[config.mk]
export PLATFORM = sky130hd
export DESIGN_NAME = i2c_host_regfront
export DESIGN_NICKNAME = d
export VERILOG_FILES = /design/src/rtl/i2c_host_pkg.sv /design/src/rtl/i2c_host_cmd_port.sv /design/src/rtl/i2c_host_irq.sv /design/src/rtl/i2c_host_regfront.sv
export SDC_FILE = /design/constraint.sdc
export NUM_CORES = 1
export LEC_CHECK = 0
export BUFFER_PORTS_ARGS = -buffer_cell sky130_fd_sc_hd__buf_2
export CAP_MARGIN = 20
export CELL_PAD_IN_SITES_DETAIL_PLACEMENT = 1
export CELL_PAD_IN_SITES_GLOBAL_PLACEMENT = 2
export CORE_MARGIN = 3
export CORE_UTILIZATION = 29
export DETAILED_ROUTE_END_ITERATION = 10
export GPL_ROUTABILITY_DRIVEN = 0
export GPL_TIMING_DRIVEN = 0
export PLACE_DENSITY_LB_ADDON = 0.2
export SKIP_CTS_REPAIR_TIMING = 1
export SLEW_MARGIN = 10
export SYNTH_ARGS = -nofsm -noshare
export SYNTH_HDL_FRONTEND = slang
export SYNTH_SLANG_ARGS = --single-unit
[constraint.sdc]
create_clock -name clk -period 1.7 [get_ports clk]
set_input_delay 0.085 -clock clk [delete_from_list [all_inputs] [get_ports clk]]
set_output_delay 0.085 -clock clk [all_outputs]
set_load 0.005 [all_outputs]
[src/rtl/i2c_host_pkg.sv]
package i2c_host_pkg;
  localparam int BYTE_W = 8;

  typedef enum logic [1:0] {
    OP_START = 2'd0,
    OP_SEND  = 2'd1,
    OP_RECV  = 2'd2,
    OP_STOP  = 2'd3
  } bus_op_e;

  // control register bit positions
  localparam int CTL_EN  = 0;
  localparam int CTL_IEN = 1;
  localparam int CTL_MST = 2;
  localparam int CTL_TX  = 3;
  localparam int CTL_RS  = 4;
  localparam int CTL_W   = 5;

  // status register bit positions
  localparam int ST_NACK = 0;
  localparam int ST_PEND = 1;
  localparam int ST_ARB  = 2;
  localparam int ST_BUSY = 3;

  // register offsets
  localparam int OFS_OWN  = 'h00;
  localparam int OFS_DIV  = 'h04;
  localparam int OFS_CTL  = 'h08;
  localparam int OFS_STAT = 'h0C;
  localparam int OFS_DATA = 'h10;
endpackage

[src/rtl/i2c_host_cmd_port.sv]
module i2c_host_cmd_port
  import i2c_host_pkg::*;
(
  input  logic              clk,
  input  logic              rst_n,
  input  logic              go,
  input  bus_op_e           go_op,
  input  logic [BYTE_W-1:0] go_byte,
  output logic              done,
  output logic              done_nack,
  output logic [BYTE_W-1:0] done_byte,
  output logic              cmd_valid,
  input  logic              cmd_ready,
  output logic [1:0]        cmd_op,
  output logic [BYTE_W-1:0] cmd_byte,
  input  logic              res_valid,
  output logic              res_ready,
  input  logic [BYTE_W-1:0] res_byte,
  input  logic              res_nack
);
  typedef enum logic [1:0] {CP_IDLE, CP_REQ, CP_WAIT} cp_state_e;
  cp_state_e st_q;

  always_ff @(posedge clk) begin
    if (!rst_n) begin
      st_q     <= CP_IDLE;
      cmd_op   <= 2'(OP_STOP);
      cmd_byte <= '0;
    end else if (go) begin
      st_q     <= CP_REQ;
      cmd_op   <= go_op;
      cmd_byte <= go_byte;
    end else begin
      case (st_q)
        CP_REQ:  if (cmd_ready) st_q <= CP_WAIT;
        CP_WAIT: if (res_valid) st_q <= CP_IDLE;
        default: st_q <= CP_IDLE;
      endcase
    end
  end

  assign cmd_valid = (st_q == CP_REQ);
  assign res_ready = (st_q == CP_WAIT);
  assign done      = res_ready && res_valid;
  assign done_nack = res_nack;
  assign done_byte = res_byte;

  // a stalled command must not change under the receiver
  assert_cmd_hold_R12: assert property (@(posedge clk) disable iff (!rst_n)
    (cmd_valid && !cmd_ready) |=> (cmd_valid && $stable(cmd_op) && $stable(cmd_byte)));

  // a new command may only be launched when the previous one is finished
  assert_go_when_free_R12: assert property (@(posedge clk) disable iff (!rst_n)
    go |-> (st_q == CP_IDLE || done));
endmodule

[src/rtl/i2c_host_irq.sv]
module i2c_host_irq (
  input  logic clk,
  input  logic rst_n,
  input  logic en,
  input  logic ien,
  input  logic raise,
  input  logic clear,
  input  logic flush,
  output logic pending,
  output logic irq
);
  always_ff @(posedge clk) begin
    if (!rst_n)             pending <= 1'b0;
    else if (flush || clear) pending <= 1'b0;
    else if (raise && en && ien) pending <= 1'b1;
  end

  assign irq = pending && en && ien;

  assert_pend_gated_R11: assert property (@(posedge clk) disable iff (!rst_n)
    $rose(pending) |-> $past(en && ien));

  assert_clear_wins_R10: assert property (@(posedge clk) disable iff (!rst_n)
    clear |=> !pending);
endmodule

[src/rtl/i2c_host_regfront.sv]
module i2c_host_regfront
  import i2c_host_pkg::*;
#(
  parameter int ADDR_W = 5,
  parameter int DIV_W  = 6
) (
  input  logic              clk,
  input  logic              rst_n,
  input  logic              reg_valid,
  output logic              reg_ready,
  input  logic              reg_we,
  input  logic [ADDR_W-1:0] reg_addr,
  input  logic [7:0]        reg_wdata,
  output logic              rsp_valid,
  output logic [7:0]        rsp_rdata,
  output logic              irq,
  output logic              cmd_valid,
  input  logic              cmd_ready,
  output logic [1:0]        cmd_op,
  output logic [7:0]        cmd_byte,
  input  logic              res_valid,
  output logic              res_ready,
  input  logic [7:0]        res_byte,
  input  logic              res_nack
);
  localparam logic [ADDR_W-1:0] A_OWN  = ADDR_W'(OFS_OWN);
  localparam logic [ADDR_W-1:0] A_DIV  = ADDR_W'(OFS_DIV);
  localparam logic [ADDR_W-1:0] A_CTL  = ADDR_W'(OFS_CTL);
  localparam logic [ADDR_W-1:0] A_STAT = ADDR_W'(OFS_STAT);
  localparam logic [ADDR_W-1:0] A_DATA = ADDR_W'(OFS_DATA);

  typedef enum logic [1:0] {FE_IDLE, FE_BUS, FE_STOP} fe_state_e;

  fe_state_e         st_q, st_d;
  logic [7:1]        own_q, own_d;
  logic [DIV_W-1:0]  div_q, div_d;
  logic [CTL_W-1:0]  ctl_q, ctl_d;
  logic              nack_q, nack_d;
  logic              busy_q, busy_d;
  logic              aset_q, aset_d;
  logic [7:0]        rbuf_q, rbuf_d;
  logic              rsp_v_d;
  logic [7:0]        rsp_data_d;
  logic              go;
  bus_op_e           go_op;
  logic [7:0]        go_byte;
  logic              raise, clr_pend, flush;
  logic              done, done_nack;
  logic [7:0]        done_byte;
  logic              pending;
  logic [7:0]        stat_rd;
  logic              accept;

  assign reg_ready = (st_q == FE_IDLE);
  assign accept    = reg_valid && reg_ready;

  always_comb begin
    stat_rd          = '0;
    stat_rd[ST_NACK] = nack_q;
    stat_rd[ST_PEND] = pending;
    stat_rd[ST_ARB]  = 1'b0;
    stat_rd[ST_BUSY] = busy_q;
  end

  always_comb begin
    st_d       = st_q;
    own_d      = own_q;
    div_d      = div_q;
    ctl_d      = ctl_q;
    nack_d     = nack_q;
    busy_d     = busy_q;
    aset_d     = aset_q;
    rbuf_d     = rbuf_q;
    rsp_v_d    = 1'b0;
    rsp_data_d = rsp_rdata;
    go         = 1'b0;
    go_op      = OP_STOP;
    go_byte    = '0;
    raise      = 1'b0;
    clr_pend   = 1'b0;
    flush      = 1'b0;

    case (st_q)
      FE_IDLE: begin
        if (accept) begin
          rsp_data_d = '0;
          if (!reg_we) begin
            case (reg_addr)
              A_OWN:   rsp_data_d = {own_q, 1'b0};
              A_DIV:   rsp_data_d = 8'(div_q);
              A_CTL:   rsp_data_d = 8'(ctl_q);
              A_STAT:  rsp_data_d = stat_rd;
              A_DATA:  rsp_data_d = rbuf_q;
              default: rsp_data_d = '0;
            endcase
            if (reg_addr == A_DATA && ctl_q[CTL_MST] && aset_q && !ctl_q[CTL_TX]) begin
              go    = 1'b1;
              go_op = OP_RECV;
            end
          end else begin
            case (reg_addr)
              A_OWN: own_d = reg_wdata[7:1];
              A_DIV: div_d = reg_wdata[DIV_W-1:0];
              A_CTL: begin
                if (ctl_q[CTL_EN] && !reg_wdata[CTL_EN]) begin
                  // soft reset: everything but the own address
                  flush  = 1'b1;
                  ctl_d  = '0;
                  div_d  = '0;
                  nack_d = 1'b0;
                  busy_d = 1'b0;
                  rbuf_d = '0;
                  aset_d = 1'b0;
                  if (aset_q) begin
                    go    = 1'b1;
                    go_op = OP_STOP;
                  end
                end else begin
                  ctl_d  = reg_wdata[CTL_W-1:0];
                  busy_d = reg_wdata[CTL_MST];
                  if (!reg_wdata[CTL_MST] && aset_q) begin
                    go     = 1'b1;
                    go_op  = OP_STOP;
                    aset_d = 1'b0;
                  end else if (reg_wdata[CTL_RS] && aset_q) begin
                    go            = 1'b1;
                    go_op         = OP_STOP;
                    aset_d        = 1'b0;
                    ctl_d[CTL_RS] = 1'b0;
                  end
                end
              end
              A_STAT: begin
                if (pending && !reg_wdata[ST_PEND]) clr_pend = 1'b1;
              end
              A_DATA: begin
                if (ctl_q[CTL_EN] && ctl_q[CTL_MST]) begin
                  go      = 1'b1;
                  go_op   = aset_q ? OP_SEND : OP_START;
                  go_byte = reg_wdata;
                end
              end
              default: ;
            endcase
          end
          if (go) st_d = FE_BUS;
          else    rsp_v_d = 1'b1;
        end
      end

      FE_BUS: begin
        if (done) begin
          st_d    = FE_IDLE;
          rsp_v_d = 1'b1;
          case (cmd_op)
            OP_START: begin
              if (done_nack) nack_d = 1'b1;
              else begin
                nack_d = 1'b0;
                aset_d = 1'b1;
                raise  = 1'b1;
              end
            end
            OP_SEND: begin
              if (done_nack) begin
                nack_d  = 1'b1;
                aset_d  = 1'b0;
                go      = 1'b1;
                go_op   = OP_STOP;
                st_d    = FE_STOP;
                rsp_v_d = 1'b0;
              end else begin
                nack_d = 1'b0;
                raise  = 1'b1;
              end
            end
            OP_RECV: begin
              if (!done_nack) begin
                rbuf_d = done_byte;
                raise  = 1'b1;
              end
            end
            default: ;
          endcase
        end
      end

      FE_STOP: begin
        if (done) begin
          st_d    = FE_IDLE;
          rsp_v_d = 1'b1;
        end
      end

      default: st_d = FE_IDLE;
    endcase
  end

  always_ff @(posedge clk) begin
    if (!rst_n) begin
      st_q      <= FE_IDLE;
      own_q     <= '0;
      div_q     <= '0;
      ctl_q     <= '0;
      nack_q    <= 1'b0;
      busy_q    <= 1'b0;
      aset_q    <= 1'b0;
      rbuf_q    <= '0;
      rsp_valid <= 1'b0;
      rsp_rdata <= '0;
    end else begin
      st_q      <= st_d;
      own_q     <= own_d;
      div_q     <= div_d;
      ctl_q     <= ctl_d;
      nack_q    <= nack_d;
      busy_q    <= busy_d;
      aset_q    <= aset_d;
      rbuf_q    <= rbuf_d;
      rsp_valid <= rsp_v_d;
      rsp_rdata <= rsp_data_d;
    end
  end

  i2c_host_cmd_port u_cmd (
    .clk       (clk),
    .rst_n     (rst_n),
    .go        (go),
    .go_op     (go_op),
    .go_byte   (go_byte),
    .done      (done),
    .done_nack (done_nack),
    .done_byte (done_byte),
    .cmd_valid (cmd_valid),
    .cmd_ready (cmd_ready),
    .cmd_op    (cmd_op),
    .cmd_byte  (cmd_byte),
    .res_valid (res_valid),
    .res_ready (res_ready),
    .res_byte  (res_byte),
    .res_nack  (res_nack)
  );

  i2c_host_irq u_irq (
    .clk     (clk),
    .rst_n   (rst_n),
    .en      (ctl_q[CTL_EN]),
    .ien     (ctl_q[CTL_IEN]),
    .raise   (raise),
    .clear   (clr_pend),
    .flush   (flush),
    .pending (pending),
    .irq     (irq)
  );

  // register port stays stalled while a command is on the bus
  assert_stall_on_cmd_R12: assert property (@(posedge clk) disable iff (!rst_n)
    cmd_valid |-> !reg_ready);

  // a data write while disabled completes at once without any command
  assert_disabled_write_R6: assert property (@(posedge clk) disable iff (!rst_n)
    (accept && reg_we && reg_addr == A_DATA && !ctl_q[CTL_EN]) |=> (rsp_valid && !cmd_valid));

  // a refused data byte is followed by a stop command
  assert_stop_after_nack_R8: assert property (@(posedge clk) disable iff (!rst_n)
    (st_q == FE_BUS && done && cmd_op == 2'(OP_SEND) && done_nack)
      |=> (st_q == FE_STOP && cmd_valid && cmd_op == 2'(OP_STOP)));
endmodule

Word-level counts from Yosys, hierarchy flattened
Cells that the tools add are included.
{ "op_classes": {"n_addsub": 0, "n_mul": 0, "div": 0, "magnitude_cmp": 0, "eq_ne": 29, "shift": 0, "n_mux": 92, "bitwise_logic": 1, "n_reduce_logical": 38} }
{ "op_table": {"columns": ["op", "n"], "rows": [
  ["$mux 8", 13],
  ["$mux 1", 53],
  ["$pmux 8 s5", 1],
  ["$mux 2", 13],
  ["$pmux 8 s2", 1],
  ["$logic_and 1x1->1", 14],
  ["$ne 2x2->1 const B", 7],
  ["$ne 2x1->1 const B", 6],
  ["$pmux 6 s2", 1],
  ["$reduce_and 4->1", 3],
  ["$eq 5x4->1 const B", 2],
  ["$pmux 1 s2", 5],
  ["$ne 3x3->1 const B", 3],
  ["$reduce_and 9->1", 1],
  ["$reduce_and 8->1", 1],
  ["$reduce_and 7->1", 1],
  ["$eq 2x1->1 const B", 3],
  ["$eq 2x2->1 const B", 3],
  ["$mux 6", 1],
  ["$ne 3x1->1 const B", 2],
  ["$pmux 2 s3", 1],
  ["$reduce_and 2->1", 3],
  ["$reduce_or 2->1", 3],
  ["$eq 5x3->1 const B", 1],
  ["other kinds (13)", 18]
]} }
{ "word_totals": {"ff_bits": 53, "latchBits": 0, "mem_bits_rw": 0, "rom_bits": 0, "inputBits": 28, "output_inout_bits": 23, "elab_cells": 175, "n_memories": 0} }

Logic depth before layout (Yosys ltp)
Gate-level depths: netlist of the first run.
{ "logic_depth": {"word_depth": 12, "ltp_mapped": 7, "depth_no_buf": 5} }

Cells and area by module
Synthesis of the first run repeated with hierarchy kept, for this count alone.
{ "unflattened": {"hier_cells": 276, "hier_area_um2": 2542.4} }
{ "by_module_without_submodules": {"columns": ["module", "instances", "cells_each", "area_per_inst_um2", "seq_area_each_um2"], "rows": [
  ["i2c_host_regfront", 1, 220, 1949.4, 780.7],
  ["i2c_host_cmd_port", 1, 52, 544.3, 240.2],
  ["i2c_host_irq", 1, 4, 48.8, 20.0]
]} }

Worst setup path before layout of the first run
No wires, ideal clock.
{ "synth_timing": {"path_type": "reg2reg", "from": "register st_q[1]", "to": "register own_q[1] (netlist name)", "setup_ns": 0.116, "t_arrival_ns": 1.725, "required_ns": 1.584, "slack_ns": -0.141, "stages_incl_launch_ff": 7, "path_buffers": 1, "synth_period_minus_slack_ns": 1.841, "cell_sequence": "dfxtp_1 clkbuf_1 nor3b_2 nand2_1 nor3_4 mux2i_1 nor2b_1"} }
{ "synth_between": {"elab_chain_len": 3} }
{ "synth_lines": {"columns": ["element", "line", "rtl"], "rows": [
  ["start: declaration", "i2c_host_regfront.sv:34", "fe_state_e st_q, st_d;"],
  ["start signal: assignment", "i2c_host_regfront.sv:212", "st_q <= st_d;"],
  ["$logic_not 2->1 *", "i2c_host_regfront.sv:54, i2c_host_regfront.sv:83", null],
  ["$logic_and 1x1->1", "i2c_host_regfront.sv:55", "assign accept = reg_valid && reg_ready;"],
  ["$reduce_and 4->1 (no line) *", null, null],
  ["end signal: assignment", "i2c_host_regfront.sv:213", "own_q <= own_d;"],
  ["end: declaration", "i2c_host_regfront.sv:35", "logic [7:1] own_q, own_d;"]
]} }
Every way passes the cells marked *; elsewhere a longest branch is shown, timed or not.
A chain may end at the register's enable or synchronous reset.

Worst setup path after layout of the first run
{ "layout_timing": {"from": "input port reg_addr[4]", "to": "register u_cmd.cmd_byte[4]"} }
{ "layout_between": {"elab_chain_len": 10, "word_cells_on_any_way": 16, "classes_between": "2 x eq/ne; 11 x mux; 3 x reduce/logical"} }
{ "layout_lines": {"columns": ["element", "line", "rtl"], "rows": [
  ["start: declaration", "i2c_host_regfront.sv:12", "input logic [ADDR_W-1:0] reg_addr,"],
  ["$eq 5x5->1", "i2c_host_regfront.sv:96, i2c_host_regfront.sv:101", null],
  ["$logic_and 1x1->1 (3 in series)", "i2c_host_regfront.sv:96", "if (reg_addr == A_DATA && ctl_q[CTL_MST] && aset_q && !ctl_q[CTL_TX]) begin"],
  ["$mux 1", "i2c_host_regfront.sv:96", null],
  ["$mux 1", "i2c_host_regfront.sv:87", "if (!reg_we) begin"],
  ["$mux 1", "i2c_host_regfront.sv:85", "if (accept) begin"],
  ["$mux 1", "i2c_host_regfront.sv:83", "case (st_q)"],
  ["$mux 1", "i2c_host_regfront.sv:85", null],
  ["$pmux 1 s2", "i2c_host_regfront.sv:83", null],
  ["end signal: assignment", "i2c_host_cmd_port.sv:32", "cmd_byte <= go_byte;"],
  ["end: declaration", "i2c_host_cmd_port.sv:15", "output logic [BYTE_W-1:0] cmd_byte,"]
]} }
Several ways; a longest one is shown, not always the timed one. The select of a mux whose other input is x is not followed.

==> metrics.yaml, run 1 <==
cts:
  h-tree-depth: 2
  cts_sinks: 52
  cts_tree: "yes"
  cts_buffer_depth: 2
  clock_latency_ns: 0.31
  cts_root_buffer: "clkbuf_8"
  numCtsBuffers: 5
  clk_pin_slew_ns: 0.11
sta:
  fin_ws_ns: -0.0463
  worstMarginPinSlew_ns: 0.686
  fin_crit_sh_pct: 103
  relSlewSlack_pct: 54.2
  hold_violations: 0
  fin_hold_ws_ns: 0.00840
  fmax_mhz: 573
  slew_violations: 0
  final-setup-viol-count: 8
  finClkSkew_ns: 0.0154
  min_period_ns: 1.75
  rsz0062_at_grt: "yes"
final_layout:
  drive_gt1_share_pct: 28.5
  diodes: 0
  syn_to_final_growth_pct: 28.3
  finalNetCount: 381
place:
  port_buffers: 49
  hpwl_mm: 5.89
  dp_slack_ns: -0.645
power:
  p_sw_share_pct: 25.8
  switching_power_w: 0.000552
  ir_drop_mv: 0.464
  pwr-share-clk_pct: 34.3
  sequentialPowerShare_pct: 56.9
  power_density_nw_per_um2: 675
  combPwrFrac_pct: 8.7
  p_leak_nw: 1.20
  intPower_w: 0.00159
synthesis:
  synth-simple-area-share_pct: 25.2
  synthTopCellsByArea: "dfxtp_1 (42%), mux2i_1 (9.7%), nand2_1 (6.5%)"
  synth-xor-area-share_pct: 0.355
  synth-seq-area-share_pct: 42.1
  synth_seq_cells: 52
  yosys-mux-area-fraction_pct: 10.2
  synth_compound_area_share_pct: 18.3
  async_reset_ff_share_pct: 0
  synth_top_family_by_area: "simple AND/OR/NAND/NOR gates"
  ys.flop_type: "dfxtp_1"
  syn_inst: 288
  synth_edf_count: 0
  synth_area_um2: 2470
  synth_fa_ha_area_share_pct: 0
  yosysWarningCount: 0
  syn_avg_cell_area_um2: 8.58
  synth_top_area_share_pct: 42.1
  synth_top_area_cell: "dfxtp_1"
  synth_fp_nets: 316
  synthDistinctLibCells: 48
floorplanning:
  dieArea_um2: 9660
  die_w_um: 98.3
  chipHeight_um: 98.3
  initial_utilization_pct: 29.9
  ios: 51
  core-area_um2: 8260
  rows: 33
global_routing:
  grt_max_degree: 18
  grt.total_usage_pct: 16.2
  grt_pass1_wl_mm: 12.4
  globalRoute.totalOverflow: 0
  antenna_found_initial: 0
  first_global_vias: 2327
worst_setup_path:
  cp_cell_sequence: "buf_8 -> or4b_4 -> or3_4 -> a2bb2oi_4 -> o211a_4 -> buf_6 -> a22o_1"
  required_ns: 1.92
  setup.worst_path.start_class: "input port"
  critical_path.max_stage_delay_ns: 0.59
  crit_type: "in -> reg"
  end_kind: "register"
  arrival_ns: 1.97
  crit_fanout: 6
  crit_slowest_cell: "or4b_4"
hold_path:
  hold_path.class: "in -> reg"
detailed_routing:
  antenna_left: 0
  wirelength_mm: 7.90
  via_count: 2316
  drc: 0
  dr.pass1.iters: 4
  drt_iter0_drc: 71
  via_per_inst: 5.05
  wl_per_cell_um: 17.2
status:
  outcome: "finished with violations"
  failed_checks: "setup timing"
run:
  cap_violations: 0
-- sequential cells by signal, summed over array words and instances, names as in the netlist, 2 cells and up --
signal / cells
own_q: 7
ctl_q: 5
rsp_rdata: 8
u_cmd.cmd_byte: 8
st_q: 2
rbuf_q: 8
div_q: 6
u_cmd.cmd_op: 2
u_cmd.st_q: 2
-- Yosys cell counts, types with 4 or more instances --
master and n:
a21boi_0 4, a21oi_1 11, a22o_1 8, and2_1 4
clkbuf_1 13, dfxtp_1 52, inv_1 7, mux2i_1 24
nand2_1 43, nand2b_1 5, nand3_1 23, nor2_1 12
nor2b_1 10, nor3_1 4, o21ai_0 22
-- routing by layer --
layer,wire length (um),part of all wire [%],global-route usage [%],vias to the layer above
li1,-,-,-,1152
met3,317,4.0,2.79,4
met2,3650,46,25.5,52
met1,3870,49,23.5,1108
met4,60,0.76,3.15,0
met5,0,0,0,-
-- through the flow --
step / cells / instance area, um2 / TNS (ns) / power (W) / util, %
final: 459 / 3170 / -0.199 / 0.00214 / 38.4
after global routing: 459 / 3170 / -0.321 / 0.00224 / 38.4
after CTS: 450 / 2960 / -12.68 / 0.00215 / 35.8
after detailed placement: 442 / 2870 / -17.86 / 0.00141 / 34.7
after global placement: 442 / 2870 / -17.69 / 0.00141 / 34.7
after floorplan: 288 / 2490 / -1.12 / 0.00133 / -
-- layout make-up --
type,instances,area (um2)
inverters,7,26.3
multi-input cells,213,1400
clock buffers,5,68.8
flip-flops and latches,52,1050
well taps,105,131
fillers,1014,5090
clock inverters,3,21.3
repair buffers,61,393
plain buffers,13,75.1
-- critical path: cells and delay by family --
kind	cells	cell delay, ns
buffers and inverters	2	0.24
AND/OR/NAND/NOR	2	0.96
AO/OA/AOI/OAI	3	0.68
-- cells by family (layout without fill, tap and decap cells) --
group / count (synthesis) / in the layout
AOI/OAI and AO/OA: 67 / 67
muxes: 25 / 25
DFF: 52 / 52
buffers and inverters: 23 / 89
and+or+nand+nor: 120 / 120
xor gates and xnor gates: 1 / 1
-- worst paths after layout --
path | from | end | slack, ns | depth (start not counted)
hold reg to reg | rsp_rdata[2] | rsp_rdata[2] | 0.45 | 2
hold / removal | reg_wdata[7] | u_cmd.cmd_byte[7] | 0.008 | 2
setup / recovery | reg_addr[4] | u_cmd.cmd_byte[4] | -0.05 | 7
setup reg to reg | st_q[0] | u_cmd.cmd_byte[4] | 0.01 | 5
-- power by group through the flow --
stage	Sequential [W]	Combinational, W	Clock [W]
after CTS	0.00122	0.000162	0.000770
after global routing	0.00122	0.000203	0.000814
after detailed placement	0.00125	0.000161	0
final	0.00122	0.000187	0.000735
after floorplan	0.00125	0.0000768	0
after global placement	0.00125	0.000162	0
-- placed cells by master (no fill, tap or decap), drive strengths merged, types with 3 or more instances in the layout --
cell type and n:
a22o 8, nand2 43, nor3 5, o21ai 23, nand2b 5, nand3 23, or3b 3, clkbuf 14
a21oi 11, nor2b 10, inv 8, and2 4, a21boi 6, a22oi 3, mux2i 24, buf 65
dfxtp 52, nor2 12
Power figures use the tool's default switching activity.
==> run 2: changes to the inputs <==
BUFFER_PORTS_ARGS = -buffer_cell sky130_fd_sc_hd__buf_4   (was -buffer_cell sky130_fd_sc_hd__buf_2)
==> run 2 against run 1 <==
Effect of this change:
- the flow still finishes with violations (setup timing)
- via count up 0.78%
- power increased by 0.61%
- largest cell class unchanged
- sequential power barely moved
- highest routed layer unchanged
- first-iteration DRC count down 25%
- largest power group unchanged
- register-to-register slack better by 0.03 ns
- non-clock buffer count decreased by 1
- count of clock-buffer cells in the layout did not move
- die area is the same
==> metrics.yaml, run 2 (same netlist as run 1, synthesis figures left out) <==
global_routing:
  grt.total_usage_pct: 16.3  # +0.11 points
  grt_pass1_wl_mm: 12.5  # +0.67%
  antenna_found_initial: 0  # unchanged
  grt_max_degree: 18  # unchanged
  globalRoute.totalOverflow: 0  # unchanged
  first_global_vias: 2299  # -1.2%
sta:
  min_period_ns: 1.74  # -0.00821 ns
  rsz0062_at_grt: "yes"
  fin_ws_ns: -0.0381  # +0.00821 ns
  fin_crit_sh_pct: 102  # -0.48 points
  finClkSkew_ns: 0.0109  # -0.00449 ns
  relSlewSlack_pct: 51.2  # -3.1 points
  worstMarginPinSlew_ns: 0.732  # +0.0458 ns
  hold_violations: 0  # unchanged
  final-setup-viol-count: 8  # unchanged
  fin_hold_ws_ns: 0.00259  # -0.00581 ns
  fmax_mhz: 575  # +0.47%
  slew_violations: 0  # unchanged
cts:
  numCtsBuffers: 5  # unchanged
  h-tree-depth: 2  # unchanged
  clk_pin_slew_ns: 0.10  # about the same
  cts_sinks: 52  # unchanged
  cts_root_buffer: "clkbuf_8"
  clock_latency_ns: 0.31  # about the same
  cts_tree: "yes"
  cts_buffer_depth: 2  # unchanged
worst_setup_path:
  end_kind: "register"
  crit_slowest_cell: "or4b_4"
  r2r-start: "st_q[0]"
  r2r_cells: 5  # unchanged
  path_buf_inv: 2  # unchanged
  setup.worst_path.start_class: "input port"
  required_ns: 1.92  # about the same
  crit_type: "in -> reg"
  crit_cells: 7  # unchanged
  critical_path.max_stage_delay_ns: 0.58  # about the same
  r2r-end: "u_cmd.cmd_byte[7]"
  crit_fanout: 6  # unchanged
  cp_cell_sequence: "buf_8 -> or4b_4 -> or3_4 -> a2bb2oi_4 -> o211a_4 -> buf_6 -> a22o_1"
  arrival_ns: 1.95  # -0.02 ns
  reg2reg_slack_ns: 0.04  # +0.03 ns
  cpLargestDelayFamily: "simple AND/OR/NAND/NOR gates"
detailed_routing:
  dr.pass1.iters: 4  # unchanged
  drt_iter0_drc: 53  # -25%
  via_count: 2334  # +0.78%
  wirelength_mm: 7.98  # +0.97%
  wl_per_cell_um: 17.4  # +1.2%
  via_per_inst: 5.10  # +1.0%
  drc: 0  # unchanged
  antenna_left: 0  # unchanged
final_layout:
  final_cell_mix: "buf_4 (55), dfxtp_1 (48), nand2_1 (41)"
  syn_to_final_growth_pct: 32.6
  drive_gt1_share_pct: 28.6  # +0.081 points
  fin_area_um2: 3270  # +3.3%
  top_regs: "rbuf_q: 8 flops, rsp_rdata: 8 flops, u_cmd.cmd_byte: 8 flops"
  layout_commonest_cell: "buf_4"
  finalNetCount: 380  # -0.26%
  fillers: 1007  # -0.69%
  diodes: 0  # unchanged
floorplanning:
  die_w_um: 98.3  # unchanged
  initial_utilization_pct: 29.9  # unchanged
  rows: 33  # unchanged
  dieArea_um2: 9660  # unchanged
  core-area_um2: 8260  # unchanged
  ios: 51  # unchanged
  chipHeight_um: 98.3  # unchanged
place:
  dpl-instance-area_um2: 2990  # +4.3%
  port_buffers: 49  # unchanged
  hpwl_mm: 5.91  # +0.37%
power:
  ir_drop_mv: 0.339  # -27%
  p_leak_nw: 1.21  # +1.5%
  power_density_nw_per_um2: 658  # -2.6%
run:
  cap_violations: 0  # unchanged
status:
  outcome: "finished with violations"
  failed_checks: "setup timing"
hold_path:
  holdPathStages: 2  # unchanged
  whs_endpoint: "u_cmd.cmd_byte[7]"
  min-delay-start: "reg_wdata[7]"
  hold_path.class: "in -> reg"
## run 2: changes by cell type in the layout (fill, tap and decap cells not counted), sizes merged
cell         delta
buf             -1
clkbuf          -1
dlygate4sd3     +1
## run 2: routing by layer
layer  wire (um)  GRT usage, %  vias to the layer above
li1            -             -                     1150
met1        3840          22.9                     1127
met2        3750          26.6                       50
met3         323          2.79                        7
met4          64          3.15                        0
met5           0             0                        -
## run 2: area by class of cell
class | count | area (um2) | share of cell area [%]
clock inverters | 3 | 21.3 | 0.650
flip-flops and latches | 52 | 1050 | 32.1
clock buffers | 5 | 68.8 | 2.10
repair buffers | 61 | 502 | 15.3
well taps | 105 | 131 | 4.01
inverters | 7 | 26.3 | 0.802
plain buffers | 12 | 70.1 | 2.14
multi-input cells | 213 | 1400 | 42.9
## run 2: through the flow
step	setup WS [ns]	util [%]	TNS [ns]	instances	total power, W
2_1_floorplan	-0.137	-	-1.12	288	0.00133
3_3_place_gp	-0.614	36.2	-17.38	442	0.00143
3_5_place_dp	-0.712	36.2	-18.69	442	0.00143
4_1_cts	-0.472	37.3	-13.54	450	0.00218
5_1_grt	-0.0583	39.7	-0.370	458	0.00225
6_report	-0.0381	39.7	-0.238	458	0.00215
## run 2: where the power goes
group | switching (W) | internal [W]
combinational | 0.000108 | 0.0000907
sequential | 0.00000164 | 0.00122
clock | 0.000442 | 0.000293
## run 2: worst max-delay path by stage
| stage | from | endpoint | slack [ns] |
|---|---|---|---|
| floorplan | reg_addr[4] | u_cmd.cmd_byte[0] | -0.14 |
| global placement | reg_addr[2] | div_q[5] | -0.61 |
| detailed placement | reg_addr[2] | div_q[4] | -0.71 |
| CTS | st_q[1] | own_q[4] | -0.47 |
| global route | reg_addr[0] | u_cmd.cmd_byte[0] | -0.06 |
| finish | reg_addr[0] | u_cmd.cmd_byte[7] | -0.04 |
==> run 3: changes to the inputs <==
CORE_MARGIN = 10   (was 3)
CORE_UTILIZATION = 34   (was 29)
CTS_CLUSTER_SIZE = 12   (was not set)
clock period = 2.1 ns   (was 1.7 ns; I/O delays follow)
==> run 3 against run 2 <==
Effect of this change:
- the flow now finishes without violations
- first-iteration DRC count is 15% higher
- register-to-register slack better by 0.07 ns
- core utilization is 3.4 points higher
- via count is 2.5% lower
- critical path depth is 1 lower
- critical path type is now reg -> reg
==> metrics.yaml, run 3 (same netlist as run 1, synthesis figures left out) <==
worst_setup_path:
  critical_path.max_stage_delay_ns: 0.50  # -0.08 ns
  required_ns: 2.31  # +0.39 ns
  crit_type: "reg -> reg"
  reg2reg_slack_ns: 0.11  # +0.07 ns
  setup.worst_path.start: "st_q[0]"
  cp_cell_sequence: "clkbuf_1 -> or3b_2 -> clkbuf_1 -> o211a_1 -> buf_6 -> a22o_1"
  crit_fanout: 10  # +4
  arrival_ns: 2.20  # +0.25 ns
  path_buf_inv: 3  # +1
  cpLargestDelayFamily: "buffers and inverters"
  crit_slowest_cell: "or3b_2"
  r2r-start: "st_q[0]"
  end_kind: "register"
  setup.worst_path.start_class: "register"
  cp_common_cell: "clkbuf_1"
sta:
  worstMarginPinSlew_ns: 0.718  # -0.0138 ns
  finClkSkew_ns: 0.00431  # -0.00661 ns
  relSlewSlack_pct: 52.1  # +0.92 points
  final-setup-viol-count: 0  # -8
  fmax_mhz: 503
  hold_violations: 0  # unchanged
  fin_crit_sh_pct: 94.6
  rsz0062_at_grt: "no"
  fin_ws_ns: 0.113  # +0.151 ns
  slew_violations: 0  # unchanged
  min_period_ns: 1.99
power:
  power_density_nw_per_um2: 564  # -14%
  p_total_w: 0.00174  # -19%
  ir_drop_mv: 0.331  # -2.4%
  p_leak_nw: 1.14  # -5.9%
final_layout:
  fillers: 880  # -13%
  multi_input_area_um2: 1350  # -3.7%
  fin_area_um2: 3090  # -5.7%
  diodes: 0  # unchanged
  seq_area_um2: 1040  # -0.95%
  syn_to_final_growth_pct: 25.1
  drive_gt1_share_pct: 22.3  # -6.4 points
  finalNetCount: 374  # -1.6%
  top_regs: "rbuf_q: 8 flops, rsp_rdata: 8 flops, u_cmd.cmd_byte: 8 flops"
  final_cell_mix: "dfxtp_1 (52), buf_4 (52), nand2_1 (42)"
  final_util_pct: 43.1  # +3.4 points
global_routing:
  grt_pass1_wl_mm: 12.8  # +2.4%
  grt.total_usage_pct: 14.2  # -2.1 points
  antenna_found_initial: 0  # unchanged
  globalRoute.totalOverflow: 0  # unchanged
  first_global_vias: 2424  # +5.4%
  grt_max_degree: 16  # -2
place:
  dp_slack_ns: -0.260  # +0.452 ns
  port_buffers: 49  # unchanged
  dpl-instance-area_um2: 2960  # -1.0%
  hpwl_mm: 6.11  # +3.3%
cts:
  cts_buffer_depth: 2  # unchanged
  numCtsBuffers: 5  # unchanged
  cts_tree: "yes"
  clk_pin_slew_ns: 0.09  # about the same
  h-tree-depth: 2  # unchanged
  cts_sinks: 52  # unchanged
  cts_root_buffer: "clkbuf_8"
  clock_latency_ns: 0.32  # about the same
detailed_routing:
  dr.pass1.iters: 4  # unchanged
  via_per_inst: 5.11  # +0.36%
  drc: 0  # unchanged
  wl_per_cell_um: 17.7  # +1.6%
  wirelength_mm: 7.88  # -1.3%
  drt_iter0_drc: 61  # +15%
  via_count: 2276  # -2.5%
  antenna_left: 0  # unchanged
floorplanning:
  core-area_um2: 7180  # -13%
  rows: 31  # -6.1%
  chipHeight_um: 105  # +7.1%
  ios: 51  # unchanged
  die_w_um: 105  # +7.1%
  dieArea_um2: 11100  # +15%
  initial_utilization_pct: 34.4  # +4.5 points
status:
  outcome: "finished clean"
hold_path:
  hold_path.class: "in -> reg"
  min-delay-start: "reg_wdata[7]"
run:
  cap_violations: 0  # unchanged
run 3: cell type report:
type / instances / area share, %
inverters: 7 / 0.851
clock buffers: 6 / 2.67
well taps: 99 / 4.01
multi-input cells: 213 / 43.8
repair buffers: 52 / 12.6
plain buffers: 15 / 2.07
clock inverters: 1 / 0.284
flip-flops and latches: 52 / 33.7
run 3: power by group:
group	total, W	internal [W]	leakage [nW]	switching [W]
clock	0.000604	0.000264	0.0473	0.000341
sequential	0.000989	0.000988	0.419	0.00000148
combinational	0.000148	0.0000649	0.677	0.0000830
total	0.00174	0.00132	1.14	0.000425
run 3: worst reg2reg max path, stage by stage, from the launching register on:
cell and delay [ns]:
dfxtp_1 0.34, clkbuf_1 0.21, or3b_2 0.50, clkbuf_1 0.21
o211a_1 0.26, buf_6 0.14, a22o_1 0.23
run 3: worst paths after layout:
path              depth (start not counted)                end
hold / removal                            2  u_cmd.cmd_byte[7]
setup reg to reg                          6  u_cmd.cmd_byte[2]
setup / recovery                          6  u_cmd.cmd_byte[2]
hold reg to reg                           2       rsp_rdata[4]
run 3: stage by stage:
stage / setup TNS [ns] / hold WS [ns] / cells
global route: 0 / 0.00275 / 445
CTS: -5.21 / 0.00185 / 443
floorplan: 0 / 0.230 / 288
finish: 0 / 0.00438 / 445
global placement: -5.19 / 0.334 / 436
detailed placement: -4.59 / 0.341 / 436
run 3: per-layer routing:
| layer | share of wire, % | track usage, % | routed length [um] |
|---|---|---|---|
| met5 | 0 | 0 | 0 |
| met4 | 0.86 | 2.94 | 68 |
| met3 | 4.6 | 4.32 | 366 |
| met2 | 45 | 22.4 | 3550 |
| met1 | 49 | 18.7 | 3890 |
